`src/rtl/zp_pkg.sv`:
```
package zp_pkg;
  localparam int ZSEL_W = 4;
  localparam int ZONES_MAX = 1 << ZSEL_W;
  localparam int ZPR_W = 2 * ZONES_MAX;

  typedef enum logic [1:0] {
    ACC_FETCH = 2'd0,
    ACC_LOAD  = 2'd1,
    ACC_STORE = 2'd2,
    ACC_ALT   = 2'd3
  } acc_e;

  typedef struct packed {
    logic rd;
    logic ex;
    logic wr;
  } perm_t;

  // Two-bit code of one zone; zone 0 lives in the top pair of bits.
  function automatic logic [1:0] zone_field(input logic [ZPR_W-1:0] zpr,
                                            input logic [ZSEL_W-1:0] zsel);
    logic [ZPR_W-1:0] shifted;
    shifted = zpr >> (ZPR_W - 2 - 2 * int'(zsel));
    return shifted[1:0];
  endfunction

  // Apply the zone override rules to the page bits.
  function automatic perm_t resolve(input logic [1:0] code, input logic user,
                                    input logic pg_ex, input logic pg_wr);
    perm_t p;
    p = '{rd: 1'b1, ex: pg_ex, wr: pg_wr};
    case (code)
      2'd0: if (user) p = '{rd: 1'b0, ex: 1'b0, wr: 1'b0};
      2'd2: if (!user) p = '{rd: 1'b1, ex: 1'b1, wr: 1'b1};
      2'd3: p = '{rd: 1'b1, ex: 1'b1, wr: 1'b1};
      default: ;
    endcase
    return p;
  endfunction

  function automatic logic lacks_grant(input acc_e acc, input perm_t p);
    case (acc)
      ACC_FETCH: return !p.ex;
      ACC_STORE: return !p.wr;
      default:   return !p.rd;
    endcase
  endfunction
endpackage

```
`src/rtl/zp_zone_select.sv`:
```
module zp_zone_select
  import zp_pkg::*;
#(
  parameter int NUM_ZONES = 15,
  parameter int MMU_LEVEL = 3
) (
  input  logic [ZSEL_W-1:0] zsel,
  input  logic [ZPR_W-1:0]  zpr,
  output logic [1:0]        eff_code,
  output logic              out_of_range
);
  localparam bit ZONES_OFF = (MMU_LEVEL == 1);

  logic [1:0] raw_code;

  always_comb begin
    raw_code     = zone_field(zpr, zsel);
    out_of_range = (int'({1'b0, zsel}) > NUM_ZONES);
    eff_code     = (ZONES_OFF || out_of_range) ? 2'd1 : raw_code;
  end
endmodule

```
`src/rtl/zp_perm_resolve.sv`:
```
module zp_perm_resolve
  import zp_pkg::*;
(
  input  logic [1:0] code,
  input  logic       user,
  input  logic       pg_ex,
  input  logic       pg_wr,
  input  acc_e       acc,
  output perm_t      perm,
  output logic       fault
);
  always_comb begin
    perm  = resolve(code, user, pg_ex, pg_wr);
    fault = lacks_grant(acc, perm);
  end
endmodule

```
`src/rtl/zp_diag_flag.sv`:
```
module zp_diag_flag (
  input  logic clk,
  input  logic rst_n,
  input  logic set,
  input  logic clr,
  output logic flag
);
  always_ff @(posedge clk) begin
    if (!rst_n)   flag <= 1'b0;
    else if (set) flag <= 1'b1;
    else if (clr) flag <= 1'b0;
  end


  sticky_set_chk: assert property (@(posedge clk) disable iff (!rst_n)
    set |=> flag);


  sticky_hold_chk: assert property (@(posedge clk) disable iff (!rst_n)
    (flag && !clr) |=> flag);
endmodule

```
`src/rtl/zone_prot_check.sv`:
```
module zone_prot_check
  import zp_pkg::*;
#(
  parameter int DATA_W    = 32,
  parameter int ZSEL_LSB  = 4,
  parameter int PG_WR_BIT = 8,
  parameter int PG_EX_BIT = 9,
  parameter int NUM_ZONES = 15,
  parameter int MMU_LEVEL = 3
) (
  input  logic              clk,
  input  logic              rst_n,
  input  logic              req_valid,
  input  logic              req_user,
  input  logic [1:0]        req_acc,
  input  logic [DATA_W-1:0] tlb_data,
  input  logic [ZPR_W-1:0]  zpr,
  input  logic              diag_clear,
  output logic              rsp_valid,
  output logic [1:0]        zone_code,
  output logic              perm_rd,
  output logic              perm_ex,
  output logic              perm_wr,
  output logic              prot_fault,
  output logic              zone_range_err
);
  logic [ZSEL_W-1:0] zsel_w;
  logic [1:0]        code_w;
  logic              oor_w;
  perm_t             perm_w;
  logic              fault_w;
  logic              data_unused;

  assign zsel_w      = tlb_data[ZSEL_LSB +: ZSEL_W];
  assign data_unused = ^tlb_data;

  zp_zone_select #(.NUM_ZONES(NUM_ZONES), .MMU_LEVEL(MMU_LEVEL)) u_sel (
    .zsel(zsel_w), .zpr(zpr), .eff_code(code_w), .out_of_range(oor_w)
  );

  zp_perm_resolve u_perm (
    .code(code_w), .user(req_user), .pg_ex(tlb_data[PG_EX_BIT]),
    .pg_wr(tlb_data[PG_WR_BIT]), .acc(acc_e'(req_acc)),
    .perm(perm_w), .fault(fault_w)
  );

  zp_diag_flag u_diag (
    .clk(clk), .rst_n(rst_n), .set(req_valid && oor_w),
    .clr(diag_clear), .flag(zone_range_err)
  );

  always_ff @(posedge clk) begin
    if (!rst_n) begin
      rsp_valid  <= 1'b0;
      prot_fault <= 1'b0;
      zone_code  <= 2'd0;
      perm_rd    <= 1'b0;
      perm_ex    <= 1'b0;
      perm_wr    <= 1'b0;
    end else begin
      rsp_valid  <= req_valid;
      prot_fault <= req_valid && fault_w;
      if (req_valid) begin
        zone_code <= code_w;
        perm_rd   <= perm_w.rd;
        perm_ex   <= perm_w.ex;
        perm_wr   <= perm_w.wr;
      end
    end
  end


  fault_needs_rsp_chk: assert property (@(posedge clk) disable iff (!rst_n)
    prot_fault |-> rsp_valid);


  idle_hold_chk: assert property (@(posedge clk) disable iff (!rst_n)
    !req_valid |=> (!rsp_valid && $stable(zone_code) && $stable(perm_wr)));


  code3_full_chk: assert property (@(posedge clk) disable iff (!rst_n)
    (rsp_valid && zone_code == 2'd3) |-> (perm_rd && perm_ex && perm_wr));


  read_unless_code0_chk: assert property (@(posedge clk) disable iff (!rst_n)
    (rsp_valid && zone_code != 2'd0) |-> perm_rd);


  range_override_chk: assert property (@(posedge clk) disable iff (!rst_n)
    (req_valid && oor_w) |=> (zone_code == 2'd1 && zone_range_err));

  generate
    if (MMU_LEVEL == 1) begin : g_nozones

      zones_off_chk: assert property (@(posedge clk) disable iff (!rst_n)
        rsp_valid |-> zone_code == 2'd1);
    end
  endgenerate
endmodule

```
`config.mk`:
```
export PLATFORM = sky130hd
export DESIGN_NAME = zone_prot_check
export DESIGN_NICKNAME = d
export VERILOG_FILES = /design/src/rtl/zp_pkg.sv /design/src/rtl/zp_zone_select.sv /design/src/rtl/zp_perm_resolve.sv /design/src/rtl/zp_diag_flag.sv /design/src/rtl/zone_prot_check.sv
export SDC_FILE = /design/constraint.sdc
export NUM_CORES = 1
export LEC_CHECK = 0
export BUFFER_PORTS_ARGS = -buffer_cell sky130_fd_sc_hd__buf_4
export CAP_MARGIN = 20
export CORE_ASPECT_RATIO = 0.9
export CORE_MARGIN = 10
export CORE_UTILIZATION = 28
export CTS_CLUSTER_SIZE = 20
export DETAILED_ROUTE_END_ITERATION = 10
export HOLD_SLACK_MARGIN = 0.15
export PLACE_DENSITY = 0.75
export SLEW_MARGIN = 20
export SYNTH_ARGS = -nofsm -noshare
export SYNTH_HDL_FRONTEND = slang
export SYNTH_SLANG_ARGS = --single-unit
```
`constraint.sdc`:
```
create_clock -name clk -period 1.8 [get_ports clk]
set_input_delay 0.36 -clock clk [delete_from_list [all_inputs] [get_ports clk]]
set_output_delay 0.36 -clock clk [all_outputs]
set_load 0.01 [all_outputs]
```
==> metrics.md <==
| Metric | Value |
|---|---|
| Top-area cell type share of the netlist area | `0.226` |
| Distinct cells, synth | `25` |
| Tmin final | `1620 ps` |
| Hpwl dp | `approximately 1.8 mm` |
| R2R Setup Slk | `1190 ps` |
| I/O Buffers | `50` |
| CP startpoint kind | `primary input` |
| Via/cell ratio | `around 5.0` |
| Routed WL | `about 2.1 mm` |
| Grt ovf | `0` |
| P&R area growth vs syn | `69.7%` |
| Worst R2R Path Depth | `2` |
| CP endpoint | `prot_fault` |
| TritonCTS Buffers | `3` |
| Post CTS Setup Buffer Count | `0` |
| Routed via count | `about 710` |
| Chip height | `roughly 65 um` |
| Setup TNS | `0 ps` |
| Die area | `approximately 0.0045 mm^2` |
| Clk sink count | `7` |
| Slowest stage delay, CP | `about 550 ps` |
| Critical path launch point | `tlb_data[6]` |
| Critical-path maximum fanout | `8` |
| Skew final | `0 ps` |
| Share of cells above drive strength 1 | `0.517` |
| Setup violators final | `0` |
| Initial antenna violation count | `0` |
| Max clock buf depth | `2` |
| Pins Over Slew Limit | `0` |
| Worst min path class | `in2reg` |
| Pre-Repair DR Iteration Count | `2` |
| Top cell type by total area after synthesis | `dfxtp_1` |
| Hold_ws | `323 ps` |
| CP Cell Sequence | `buf_4 -> mux4_1 -> mux2i_1 -> mux2i_2 -> a221o_1 -> o31ai_1` |
| IO Pins | `slightly below 80` |
| Syn Nets | `133` |
| Fmax | `617 MHz` |
| Met3 Usage GRT | `0.0335` |
| H-tree levels | `1` |
| Initial Util | `0.289` |
| Setup CP Type | `in2reg` |
| Final Cycle Share | `0.900` |
| DRT antenna net count | `0` |
| Reg2reg end | `perm_rd` |
| Vias in the first global route | `around 840` |
| Nets | `roughly 190` |
| Maximum vdd drop | `~0.27 mV` |
| Unrepaired setup endpoints after global routing | `no` |
| Gr usage total | `0.0881` |
| Finished Layout Cells | `143` |
| Yosys warns | `0` |
| Status | `finished, final reports clean` |
| DRC Markers | `0` |
| GPL Wtd Cong | `~0.67` |
| Required @ worst endpoint | `just under 2000 ps` |
| Final core utilization | `0.491` |
| Core Box Area | `approximately 0.0021 mm^2` |
| Clock root buffer | `clkbuf_4` |
| Die width | `just under 70 um` |
| Kind of end point of the critical path | `register` |
| Slowest CP cell | `mux4_1` |
| N_diodes | `0` |
| Num rows | `16` |
| Number of fill cells | `approximately 190` |
| Clock slew at reported path FFs | `about 50 ps` |
| Dpl cells | `about 140` |
| Post_cts resized | `0` |
| Hold_buf cts | `0` |
| WP data arrival | `roughly 1800 ps` |
| Clk_lat worst skew | `approximately 260 ps` |
| Leak Pwr | `between 0.5 and 0.6 nW` |
| TritonCTS clock tree | `built` |
| Mapped cell area | `approximately 620 um^2` |
| Avg WL per Cell | `between 10 and 15 um` |
| Maxcap violations | `0` |
| GR Util met2 | `0.160` |
| Final hold violations | `0` |
| GRT met1 Usage | `0.0864` |
| GRT Max-Usage Layer | `met2` |
| Power per cell area | `515 mW/mm^2` |
| DRT iter0 DRCs | `17` |
| First-pass GRT wire length | `between 3 and 4 mm` |
| Largest net degree at the start of global routing | `9` |
| Top post-synthesis cells by area | `dfxtp_1 23%, mux4_1 21%, mux2i_1 11%` |
| Sequential area share after synthesis | `0.226` |
| Reg-to-reg startpoint | `perm_rd` |
| Yosys reg bits | `7` |
| Gate Count Post-Synth | `62` |
| Mapped Avg Cell Area | `roughly 10 um^2` |
-- cell families (layout without fill, tap and decap cells) --
family	count (synthesis)	in the layout	share of synthesized area
buffers and inverters	6	60	0.0606
and+or+nand+nor	17	17	0.137
other	1	1	0.00605
AOI/OAI and AO/OA	16	16	0.186
DFF	7	7	0.226
muxes	15	15	0.384
-- per-layer routing --
layer / vias up / routed length [um]
li1: 350 / -
met3: 3 / 201
met2: 42 / 997
met4: 0 / 25
met1: 317 / 888
met5: - / 0
-- power by group --
group          switching [mW]  internal, mW  total (mW)
registers             0.00642         0.169       0.176
logic                  0.0811         0.136       0.217
clock network          0.0642        0.0850       0.149
total                   0.152         0.390       0.542
-- cell type report --
type | instances | area, um^2 | area share
Clock buffer | 4 | 26.3 | 0.0250
Inverter | 3 | 11.3 | 0.0107
Multi-Input combinational cell | 49 | 442 | 0.420
Sequential cell | 7 | 140 | 0.133
Tap cell | 27 | 33.8 | 0.0321
Timing Repair Buffer | 53 | 398 | 0.379
-- cell usage after synthesis (all sizes together) --
cell / number
a211o: 1
a21boi: 1
a21oi: 3
a221o: 1
a22o: 1
buf: 3
conb: 1
dfxtp: 7
inv: 3
mux2: 2
mux2i: 8
mux4: 5
nand2: 5
nand2b: 2
nand3: 5
nand4: 1
nor2: 1
nor2b: 3
o211ai: 4
o21ai: 2
o221a: 1
o22ai: 1
o31ai: 1
-- critical path: cells and delay by family --
| family | cells | cell delay, ps |
|---|---|---|
| muxes | 3 | 870 |
| buffers and inverters | 1 | 150 |
| AOI/OAI and AO/OA | 2 | 390 |
-- stage by stage --
step | instance area (um^2) | power, mW | worst slack (ps)
finish | 1050 | 0.542 | 179
global route | 1050 | 0.571 | 101
CTS | 1050 | 0.547 | 156
detailed placement | 1020 | 0.398 | -99.6
global placement | 1020 | 0.391 | -68.2
floorplan | 619 | 0.276 | 19.4
-- registers in the layout, indices dropped and copies added, names as in the netlist --
register    count
perm_ex         1
perm_rd         1
perm_wr         1
prot_fault      1
rsp_valid       1
zone_code       2
-- placed cells by master (no fill, tap or decap) --
cell type   n
nor2b_1     3
nand4_1     1
inv_1       3
clkbuf_1    1
nand3_1     5
a21boi_0    1
a22o_1      1
o211ai_1    4
clkbuf_4    3
o31ai_1     1
nand2_1     5
a211o_1     1
a221o_1     1
o21ai_0     2
nor2_1      1
mux4_1      5
o22ai_1     1
a21oi_1     3
buf_4      53
nand2b_1    2
conb_1      1
o221a_2     1
dfxtp_1     7
mux2i_2     1
mux2i_1     7
mux2_2      2
-- worst min-delay path by stage --
stage / to / from / cells after the start / slack (ps)
2_1_floorplan: perm_rd / req_valid / 1 / 450
3_3_place_gp: zone_code[0] / zone_code[0] / 2 / 470
3_5_place_dp: zone_code[0] / zone_code[0] / 2 / 480
4_1_cts: perm_rd / req_valid / 2 / 320
5_1_grt: perm_rd / req_valid / 2 / 330
6_report: perm_rd / req_valid / 2 / 320
Note: power is estimated with default switching activity, not from simulation.
